$ cat config.mk
export PLATFORM = sky130hd
export DESIGN_NAME = baud_search
export DESIGN_NICKNAME = d
export VERILOG_FILES = /design/src/rtl/baud_search_pkg.sv /design/src/rtl/bs_divider.sv /design/src/rtl/bs_err_check.sv /design/src/rtl/baud_search.sv
export SDC_FILE = /design/constraint.sdc
export NUM_CORES = 2
export LEC_CHECK = 0
export BUFFER_PORTS_ARGS = -buffer_cell sky130_fd_sc_hd__buf_2
export CORE_MARGIN = 5
export CORE_UTILIZATION = 35
export CTS_CLUSTER_SIZE = 20
export DETAILED_ROUTE_END_ITERATION = 10
export GPL_TIMING_DRIVEN = 0
export HOLD_SLACK_MARGIN = 0.12
export SLEW_MARGIN = 0
export SYNTH_ARGS = -nofsm -noshare
export SYNTH_HDL_FRONTEND = slang
export SYNTH_SLANG_ARGS = --single-unit
$ cat constraint.sdc
create_clock -name clk_i -period 18.2 [get_ports clk_i]
set_input_delay 3.64 -clock clk_i [delete_from_list [all_inputs] [get_ports clk_i]]
set_output_delay 3.64 -clock clk_i [all_outputs]
set_load 0.005 [all_outputs]
$ cat src/rtl/baud_search_pkg.sv
package baud_search_pkg;
  localparam int unsigned BDIV_FIRST    = 4;
  localparam int unsigned BDIV_LAST     = 254;
  localparam int unsigned BGEN_MIN      = 2;
  localparam int unsigned BGEN_MAX      = 65535;
  localparam int unsigned SLOW_HZ       = 1000000;
  localparam int unsigned SLOW_BAUD_CAP = 4800;
  localparam int unsigned ERR_PCT       = 3;

  typedef enum logic [2:0] {
    ST_IDLE,
    ST_LOAD_GEN,
    ST_WAIT_GEN,
    ST_LOAD_ACH,
    ST_WAIT_ACH,
    ST_FINISH
  } search_st_e;
endpackage

$ cat src/rtl/bs_divider.sv
module bs_divider #(
  parameter int unsigned W = 48
) (
  input  logic         clk_i,
  input  logic         rst_ni,
  input  logic         start_i,
  input  logic [W-1:0] dividend_i,
  input  logic [W-1:0] divisor_i,
  output logic         busy_o,
  output logic         done_o,
  output logic [W-1:0] quot_o
);
  localparam int unsigned CW = $clog2(W + 1);

  logic [W:0]    rem_q;
  logic [W-1:0]  quo_q;
  logic [W-1:0]  dvs_q;
  logic [CW-1:0] cnt_q;
  logic          busy_q;
  logic          done_q;

  logic [W:0]    shifted;
  logic          fits;
  logic [W:0]    rem_nxt;

  always_comb begin
    shifted = {rem_q[W-1:0], quo_q[W-1]};
    fits    = shifted >= {1'b0, dvs_q};
    rem_nxt = fits ? (shifted - {1'b0, dvs_q}) : shifted;
  end

  always_ff @(posedge clk_i or negedge rst_ni) begin
    if (!rst_ni) begin
      rem_q  <= '0;
      quo_q  <= '0;
      dvs_q  <= '0;
      cnt_q  <= '0;
      busy_q <= 1'b0;
      done_q <= 1'b0;
    end else begin
      done_q <= 1'b0;
      if (start_i && !busy_q) begin
        rem_q  <= '0;
        quo_q  <= dividend_i;
        dvs_q  <= divisor_i;
        cnt_q  <= CW'(W);
        busy_q <= 1'b1;
      end else if (busy_q) begin
        rem_q <= rem_nxt;
        quo_q <= {quo_q[W-2:0], fits};
        cnt_q <= cnt_q - 1'b1;
        if (cnt_q == CW'(1)) begin
          busy_q <= 1'b0;
          done_q <= 1'b1;
        end
      end
    end
  end

  assign busy_o = busy_q;
  assign done_o = done_q;
  assign quot_o = quo_q;

  AST_DIV_DONE_PULSE: assert property (@(posedge clk_i) disable iff (!rst_ni)
    done_q |=> !done_q);
  AST_DIV_START_IDLE: assert property (@(posedge clk_i) disable iff (!rst_ni)
    start_i |-> !busy_q);
  AST_DIV_BUSY_DONE: assert property (@(posedge clk_i) disable iff (!rst_ni)
    $fell(busy_q) |-> done_q);
endmodule

$ cat src/rtl/bs_err_check.sv
module bs_err_check #(
  parameter int unsigned BAUD_W = 32,
  parameter int unsigned W      = 48,
  parameter int unsigned PCT    = 3
) (
  input  logic [BAUD_W-1:0] target_i,
  input  logic [W-1:0]      achieved_i,
  output logic              accept_o
);
  localparam int unsigned EW = W + 8;

  logic [EW-1:0] tgt, ach, diff;

  // floor(diff*100/tgt) < PCT  <=>  diff*100 < PCT*tgt
  always_comb begin
    tgt      = EW'(target_i);
    ach      = EW'(achieved_i);
    diff     = (tgt > ach) ? (tgt - ach) : (ach - tgt);
    accept_o = (diff * EW'(100)) < (tgt * EW'(PCT));
  end
endmodule

$ cat src/rtl/baud_search.sv
module baud_search
  import baud_search_pkg::*;
#(
  parameter int unsigned CLK_W  = 32,
  parameter int unsigned BAUD_W = 32,
  parameter int unsigned BDIV_W = 8,
  parameter int unsigned DIV_W  = 48
) (
  input  logic              clk_i,
  input  logic              rst_ni,
  input  logic              start_i,
  input  logic [CLK_W-1:0]  ref_hz_i,
  input  logic [BAUD_W-1:0] baud_i,
  output logic              done_o,
  output logic              found_o,
  output logic [BDIV_W-1:0] bdiv_o,
  output logic [CLK_W-1:0]  bgen_o
);
  search_st_e        st_q;
  logic [CLK_W-1:0]  ref_q;
  logic [BAUD_W-1:0] tgt_q;
  logic [BDIV_W-1:0] bdiv_q;
  logic [CLK_W-1:0]  bgen_q;
  logic [BDIV_W-1:0] res_bdiv_q;
  logic [CLK_W-1:0]  res_bgen_q;
  logic              res_found_q;

  logic              div_start, div_busy, div_done;
  logic [DIV_W-1:0]  div_dividend, div_divisor, div_quot;
  logic [DIV_W-1:0]  stage_mult;
  logic              gen_in_range, accept, last_bdiv;
  logic [BAUD_W-1:0] tgt_clamped;

  always_comb begin
    tgt_clamped = ((ref_hz_i < CLK_W'(SLOW_HZ)) && (baud_i > BAUD_W'(SLOW_BAUD_CAP)))
                  ? BAUD_W'(SLOW_BAUD_CAP) : baud_i;
    stage_mult   = DIV_W'(bdiv_q) + DIV_W'(1);
    div_start    = (st_q == ST_LOAD_GEN) || (st_q == ST_LOAD_ACH);
    div_dividend = DIV_W'(ref_q);
    div_divisor  = (st_q == ST_LOAD_GEN) ? DIV_W'(tgt_q) * stage_mult
                                         : DIV_W'(bgen_q) * stage_mult;
    gen_in_range = (div_quot >= DIV_W'(BGEN_MIN)) && (div_quot <= DIV_W'(BGEN_MAX));
    last_bdiv    = bdiv_q == BDIV_W'(BDIV_LAST);
  end

  bs_divider #(.W(DIV_W)) u_div (
    .clk_i      (clk_i),
    .rst_ni     (rst_ni),
    .start_i    (div_start),
    .dividend_i (div_dividend),
    .divisor_i  (div_divisor),
    .busy_o     (div_busy),
    .done_o     (div_done),
    .quot_o     (div_quot)
  );

  bs_err_check #(.BAUD_W(BAUD_W), .W(DIV_W), .PCT(ERR_PCT)) u_err (
    .target_i   (tgt_q),
    .achieved_i (div_quot),
    .accept_o   (accept)
  );

  always_ff @(posedge clk_i or negedge rst_ni) begin
    if (!rst_ni) begin
      st_q        <= ST_IDLE;
      ref_q       <= '0;
      tgt_q       <= '0;
      bdiv_q      <= '0;
      bgen_q      <= '0;
      res_bdiv_q  <= '0;
      res_bgen_q  <= '0;
      res_found_q <= 1'b0;
    end else begin
      unique case (st_q)
        ST_IDLE: begin
          if (start_i) begin
            ref_q  <= ref_hz_i;
            tgt_q  <= tgt_clamped;
            bdiv_q <= BDIV_W'(BDIV_FIRST);
            st_q   <= ST_LOAD_GEN;
          end
        end
        ST_LOAD_GEN: st_q <= ST_WAIT_GEN;
        ST_WAIT_GEN: begin
          if (div_done) begin
            // quotient never exceeds ref_hz, so CLK_W bits hold it
            bgen_q <= div_quot[CLK_W-1:0];
            if (gen_in_range) begin
              st_q <= ST_LOAD_ACH;
            end else if (last_bdiv) begin
              res_bdiv_q  <= bdiv_q;
              res_bgen_q  <= div_quot[CLK_W-1:0];
              res_found_q <= 1'b0;
              st_q        <= ST_FINISH;
            end else begin
              bdiv_q <= bdiv_q + 1'b1;
              st_q   <= ST_LOAD_GEN;
            end
          end
        end
        ST_LOAD_ACH: st_q <= ST_WAIT_ACH;
        ST_WAIT_ACH: begin
          if (div_done) begin
            if (accept || last_bdiv) begin
              res_bdiv_q  <= bdiv_q;
              res_bgen_q  <= bgen_q;
              res_found_q <= accept;
              st_q        <= ST_FINISH;
            end else begin
              bdiv_q <= bdiv_q + 1'b1;
              st_q   <= ST_LOAD_GEN;
            end
          end
        end
        ST_FINISH: st_q <= ST_IDLE;
        default:   st_q <= ST_IDLE;
      endcase
    end
  end

  assign done_o  = st_q == ST_FINISH;
  assign found_o = res_found_q;
  assign bdiv_o  = res_bdiv_q;
  assign bgen_o  = res_bgen_q;

  AST_DONE_PULSE: assert property (@(posedge clk_i) disable iff (!rst_ni)
    done_o |=> !done_o);
  AST_OUT_HOLD: assert property (@(posedge clk_i) disable iff (!rst_ni)
    !done_o |-> ($stable(bdiv_o) && $stable(bgen_o) && $stable(found_o)));
  AST_FOUND_RANGE: assert property (@(posedge clk_i) disable iff (!rst_ni)
    (done_o && found_o) |-> (bgen_o >= CLK_W'(BGEN_MIN) && bgen_o <= CLK_W'(BGEN_MAX)));
  AST_SLOW_CLAMP: assert property (@(posedge clk_i) disable iff (!rst_ni)
    (st_q != ST_IDLE && ref_q < CLK_W'(SLOW_HZ)) |-> (tgt_q <= BAUD_W'(SLOW_BAUD_CAP)));
  AST_BDIV_SPAN: assert property (@(posedge clk_i) disable iff (!rst_ni)
    (st_q != ST_IDLE) |-> (bdiv_q >= BDIV_W'(BDIV_FIRST) && bdiv_q <= BDIV_W'(BDIV_LAST)));
  AST_BDIV_ASCEND: assert property (@(posedge clk_i) disable iff (!rst_ni)
    ($rose(div_start) && st_q == ST_LOAD_GEN && $past(st_q) != ST_IDLE)
      |-> (bdiv_q == $past(bdiv_q) + 1'b1));
  AST_NOTFOUND_LAST: assert property (@(posedge clk_i) disable iff (!rst_ni)
    (done_o && !found_o) |-> (bdiv_o == BDIV_W'(BDIV_LAST)));
  AST_ACH_AFTER_GEN: assert property (@(posedge clk_i) disable iff (!rst_ni)
    (st_q == ST_LOAD_ACH) |-> !div_busy);
endmodule

==> metrics.json <==
{
  "layout": {
    "n_antenna_cell": 0,
    "design.final.nets": 6438,
    "final-seq-area_sq_um": 7330,
    "most-common-layout-cells": "sky130_fd_sc_hd__nand2_1 (778), sky130_fd_sc_hd__inv_1 (684), sky130_fd_sc_hd__fa_1 (472)",
    "layout_commonest_cell": "sky130_fd_sc_hd__nand2_1",
    "num-fill-cells": 12800,
    "combined_area_of_the_multi_input_logic_cells_sq_um": 33100,
    "post_route_cells_drive_above_1_share_pct": 5.73,
    "area_growth_syn_to_layout_pct": 8.81
  },
  "power_and_ir_drop": {
    "p_seq_share_pct": 45.9,
    "power-per-cell-area_nw_per_um2": 29.6,
    "total_power_mw": 1.42,
    "internal-power_mw": 1.08,
    "netSwitchingFraction_pct": 24.2,
    "combPwrFrac_pct": 2.1,
    "clock_power_share_pct": 52.0,
    "power.leakage_nw": 25.2,
    "power_switching_uw": 344,
    "irDropWorstVdd_mv": 0.0470
  },
  "route": {
    "drt_pre_antenna_iters": 6,
    "antenna_violating_nets_post_route": 0,
    "avgRoutedWirePerCell_um": 21.9,
    "drcViolationCount": 0,
    "detailedRoute.firstIterationViolations": 2779,
    "viasPerCell": 5.40,
    "vias": 38500,
    "wirelength_routed_um": 156000
  },
  "placement": {
    "dp_slack_ns": 3.47,
    "port_buffers": 108,
    "dp_hpwl_um": 131000,
    "place_congestion": 0.961
  },
  "grt": {
    "initial_antenna_violation_count": 3,
    "grt_start_max_net_pins": 108,
    "first_global_vias": 39600,
    "global_route.usage.total_pct": 23.5,
    "wire_length_of_the_first_global_routing_pass_um": 240000,
    "grt_remaining_overflow": 0
  },
  "yosys": {
    "synth_async_sr_flop_share_pct": 100,
    "synth.cell_area_sq_um": 44000,
    "synth.net_count": 6288,
    "dominantRegCellSynth": "sky130_fd_sc_hd__dfrtp_1",
    "synth_enable_flop_cells": 0,
    "syn_inst": 5307,
    "yosys_warnings": 0,
    "synth_sequential_area_ratio_pct": 16.7,
    "syn-mean-instance-area_sq_um": 8.30,
    "yosys_register_bits": 293,
    "yosys.cell_types.count": 85
  },
  "clocking": {
    "clock_slew_at_reported_path_ffs_ns": 0.06,
    "cts_sinks": 293,
    "clk_root_buffer_cell": "sky130_fd_sc_hd__clkbuf_16",
    "cts.hold.buffers_added": 0,
    "cts_tree": "built",
    "quantity_of_gates_resized_following_cts": 0,
    "clock_tree.htree_level_count": 2,
    "postCtsSetupRepairBufs": 0,
    "cts_inserted_buffers": 36,
    "clk_path_buf_depth": 3,
    "clock_insertion_delay_worst_skew_ns": 0.61
  },
  "floorplan": {
    "number_of_ports_placed_on_the_die_boundary": 109,
    "fp-row-count": 130,
    "die-height_um": 365,
    "floorplan.core_area_sq_um": 125000,
    "design.die.area_sq_um": 133000,
    "dieWidth_um": 365,
    "initial_util_pct": 35.2
  },
  "sta": {
    "finalWorstSetupSlack_ns": 3.32,
    "slew_viol_final": 0,
    "timing_worst_slew_pin_value_ns": 1.37,
    "period_needed_ns": 14.88,
    "min_period_over_period_pct": 81.8,
    "setup_tns_ns": 0,
    "rsz0062_at_grt": "no",
    "final_hold_violating_endpoints": 0,
    "clock_skew_ns": 0.0378,
    "report.final.setup_viol": 0,
    "fmaxAchievable_ghz": 0.0672,
    "slew_headroom_pct": 8.23
  },
  "critical_path": {
    "crit_required_ns": 18.68,
    "end_kind": "flop",
    "path_delay_family": "compound AO/OA/AOI/OAI gates",
    "cp_common_cell": "sky130_fd_sc_hd__ha_1",
    "criticalPathCategory": "reg2reg",
    "cp_data_arrival_time_ns": 15.36,
    "cp_slowest_stage_delay_ns": 0.95,
    "critical-path-slowest-cell": "sky130_fd_sc_hd__a31oi_1",
    "startpoint_type": "flop",
    "crit_fanout": 10,
    "cp.buffers_inverters": 6
  },
  "run": {
    "maxCapViolations": 0
  },
  "hold_path": {
    "min-delay-path-class": "reg2reg"
  },
  "run_status": {
    "status": "complete, no violations"
  }
}
==> path summary, 6_finish.rpt <==
path | startpoint | endpoint | cells after the start | slack [ns]
max in group asynchronous | rst_ni | tgt_q[4] | 4 | 13.79
max reg2reg | tgt_q[22] | bgen_o[14] | 44 | 3.32
min in group asynchronous | rst_ni | bdiv_o[3] | 1 | 2.81
min | bdiv_o[6] | bdiv_o[6] | 1 | 0.48
min reg2reg | bdiv_o[6] | bdiv_o[6] | 1 | 0.48
max | tgt_q[22] | bgen_o[14] | 44 | 3.32
==> sequential cells by signal, summed over array words and instances, names as in the netlist <==
name          cells
bdiv_o            8
bdiv_q            8
bgen_o           32
bgen_q           32
found_o           1
ref_q            32
st_q              3
tgt_q            32
u_div.busy_o      1
u_div.cnt_q       6
u_div.done_o      1
u_div.dvs_q      41
u_div.quot_o     48
u_div.rem_q      48
==> layer usage <==
metal / GRT usage [%] / wire (um) / vias to the layer above
met2: 39.2 / 72900 / 1188
met5: 0 / 0 / -
met3: 2.85 / 9250 / 280
met1: 30.8 / 66600 / 19100
met4: 10.0 / 7720 / 0
li1: - / - / 17900
==> per-stage QoR <==
| step | hold slack, ns | utilization (%) | instance area, sq um | instances |
|---|---|---|---|---|
| 2_1_floorplan | 0.446 | - | 44000 | 5307 |
| 3_3_place_gp | 0.463 | 37.2 | 46600 | 7065 |
| 3_5_place_dp | 0.470 | 37.3 | 46800 | 7069 |
| 4_1_cts | 0.484 | 38.3 | 47900 | 7131 |
| 5_1_grt | 0.506 | 38.3 | 47900 | 7131 |
| 6_report | 0.478 | 38.3 | 47900 | 7131 |
==> cells in the mapped netlist (115+ instances only) <==
cell	instances	area share, %
sky130_fd_sc_hd__clkbuf_1	222	1.9
sky130_fd_sc_hd__ha_1	442	13
sky130_fd_sc_hd__o21ai_0	313	3.6
sky130_fd_sc_hd__and2_1	115	1.6
sky130_fd_sc_hd__dfrtp_1	293	17
sky130_fd_sc_hd__fa_1	472	21
sky130_fd_sc_hd__inv_1	684	5.8
sky130_fd_sc_hd__a21oi_1	338	3.8
sky130_fd_sc_hd__xnor2_1	149	3.0
sky130_fd_sc_hd__nor2_1	299	2.5
sky130_fd_sc_hd__a21o_1	130	2.2
sky130_fd_sc_hd__nand2_1	778	6.6
==> area by class of cell <==
class	instances	area share (%)
timing repair buffer	112	1.34
buffer	261	2.17
sequential	293	15.3
inverter	685	5.37
clock inverter	19	0.381
clock buffer	43	2.04
tap	1650	4.31
multi-input combinational	4068	69.1
==> power groups by stage <==
stage | Clock, mW | Combinational, mW | Sequential [mW]
after floorplan | 0 | 0.00136 | 0.664
after global placement | 0 | 0.0286 | 0.664
after detailed placement | 0 | 0.0312 | 0.663
after CTS | 0.757 | 0.0312 | 0.651
after global routing | 0.777 | 0.0343 | 0.651
final | 0.738 | 0.0302 | 0.651
==> worst register-to-register path: cells and delay by family, from the launching register on <==
family / cells / cell delay (ns)
compound gates: 21 / 6.68
mux: 1 / 0.38
buf+inv: 6 / 2.57
flops: 1 / 0.75
xor+xnor: 3 / 0.56
fa+ha+maj: 6 / 1.83
simple gates: 7 / 1.99
==> kinds of logic after synthesis <==
family | count (synthesis) | share of synthesized area (%)
adder cells (fa/ha/maj) | 914 | 34.0
multiplexers | 120 | 2.99
flip-flops | 293 | 16.7
AND/OR/NAND/NOR | 1636 | 17.0
buffers and inverters | 946 | 8.20
AO/OA/AOI/OAI | 1162 | 16.5
XOR/XNOR | 236 | 4.69
(Power assumes the default switching activity.)
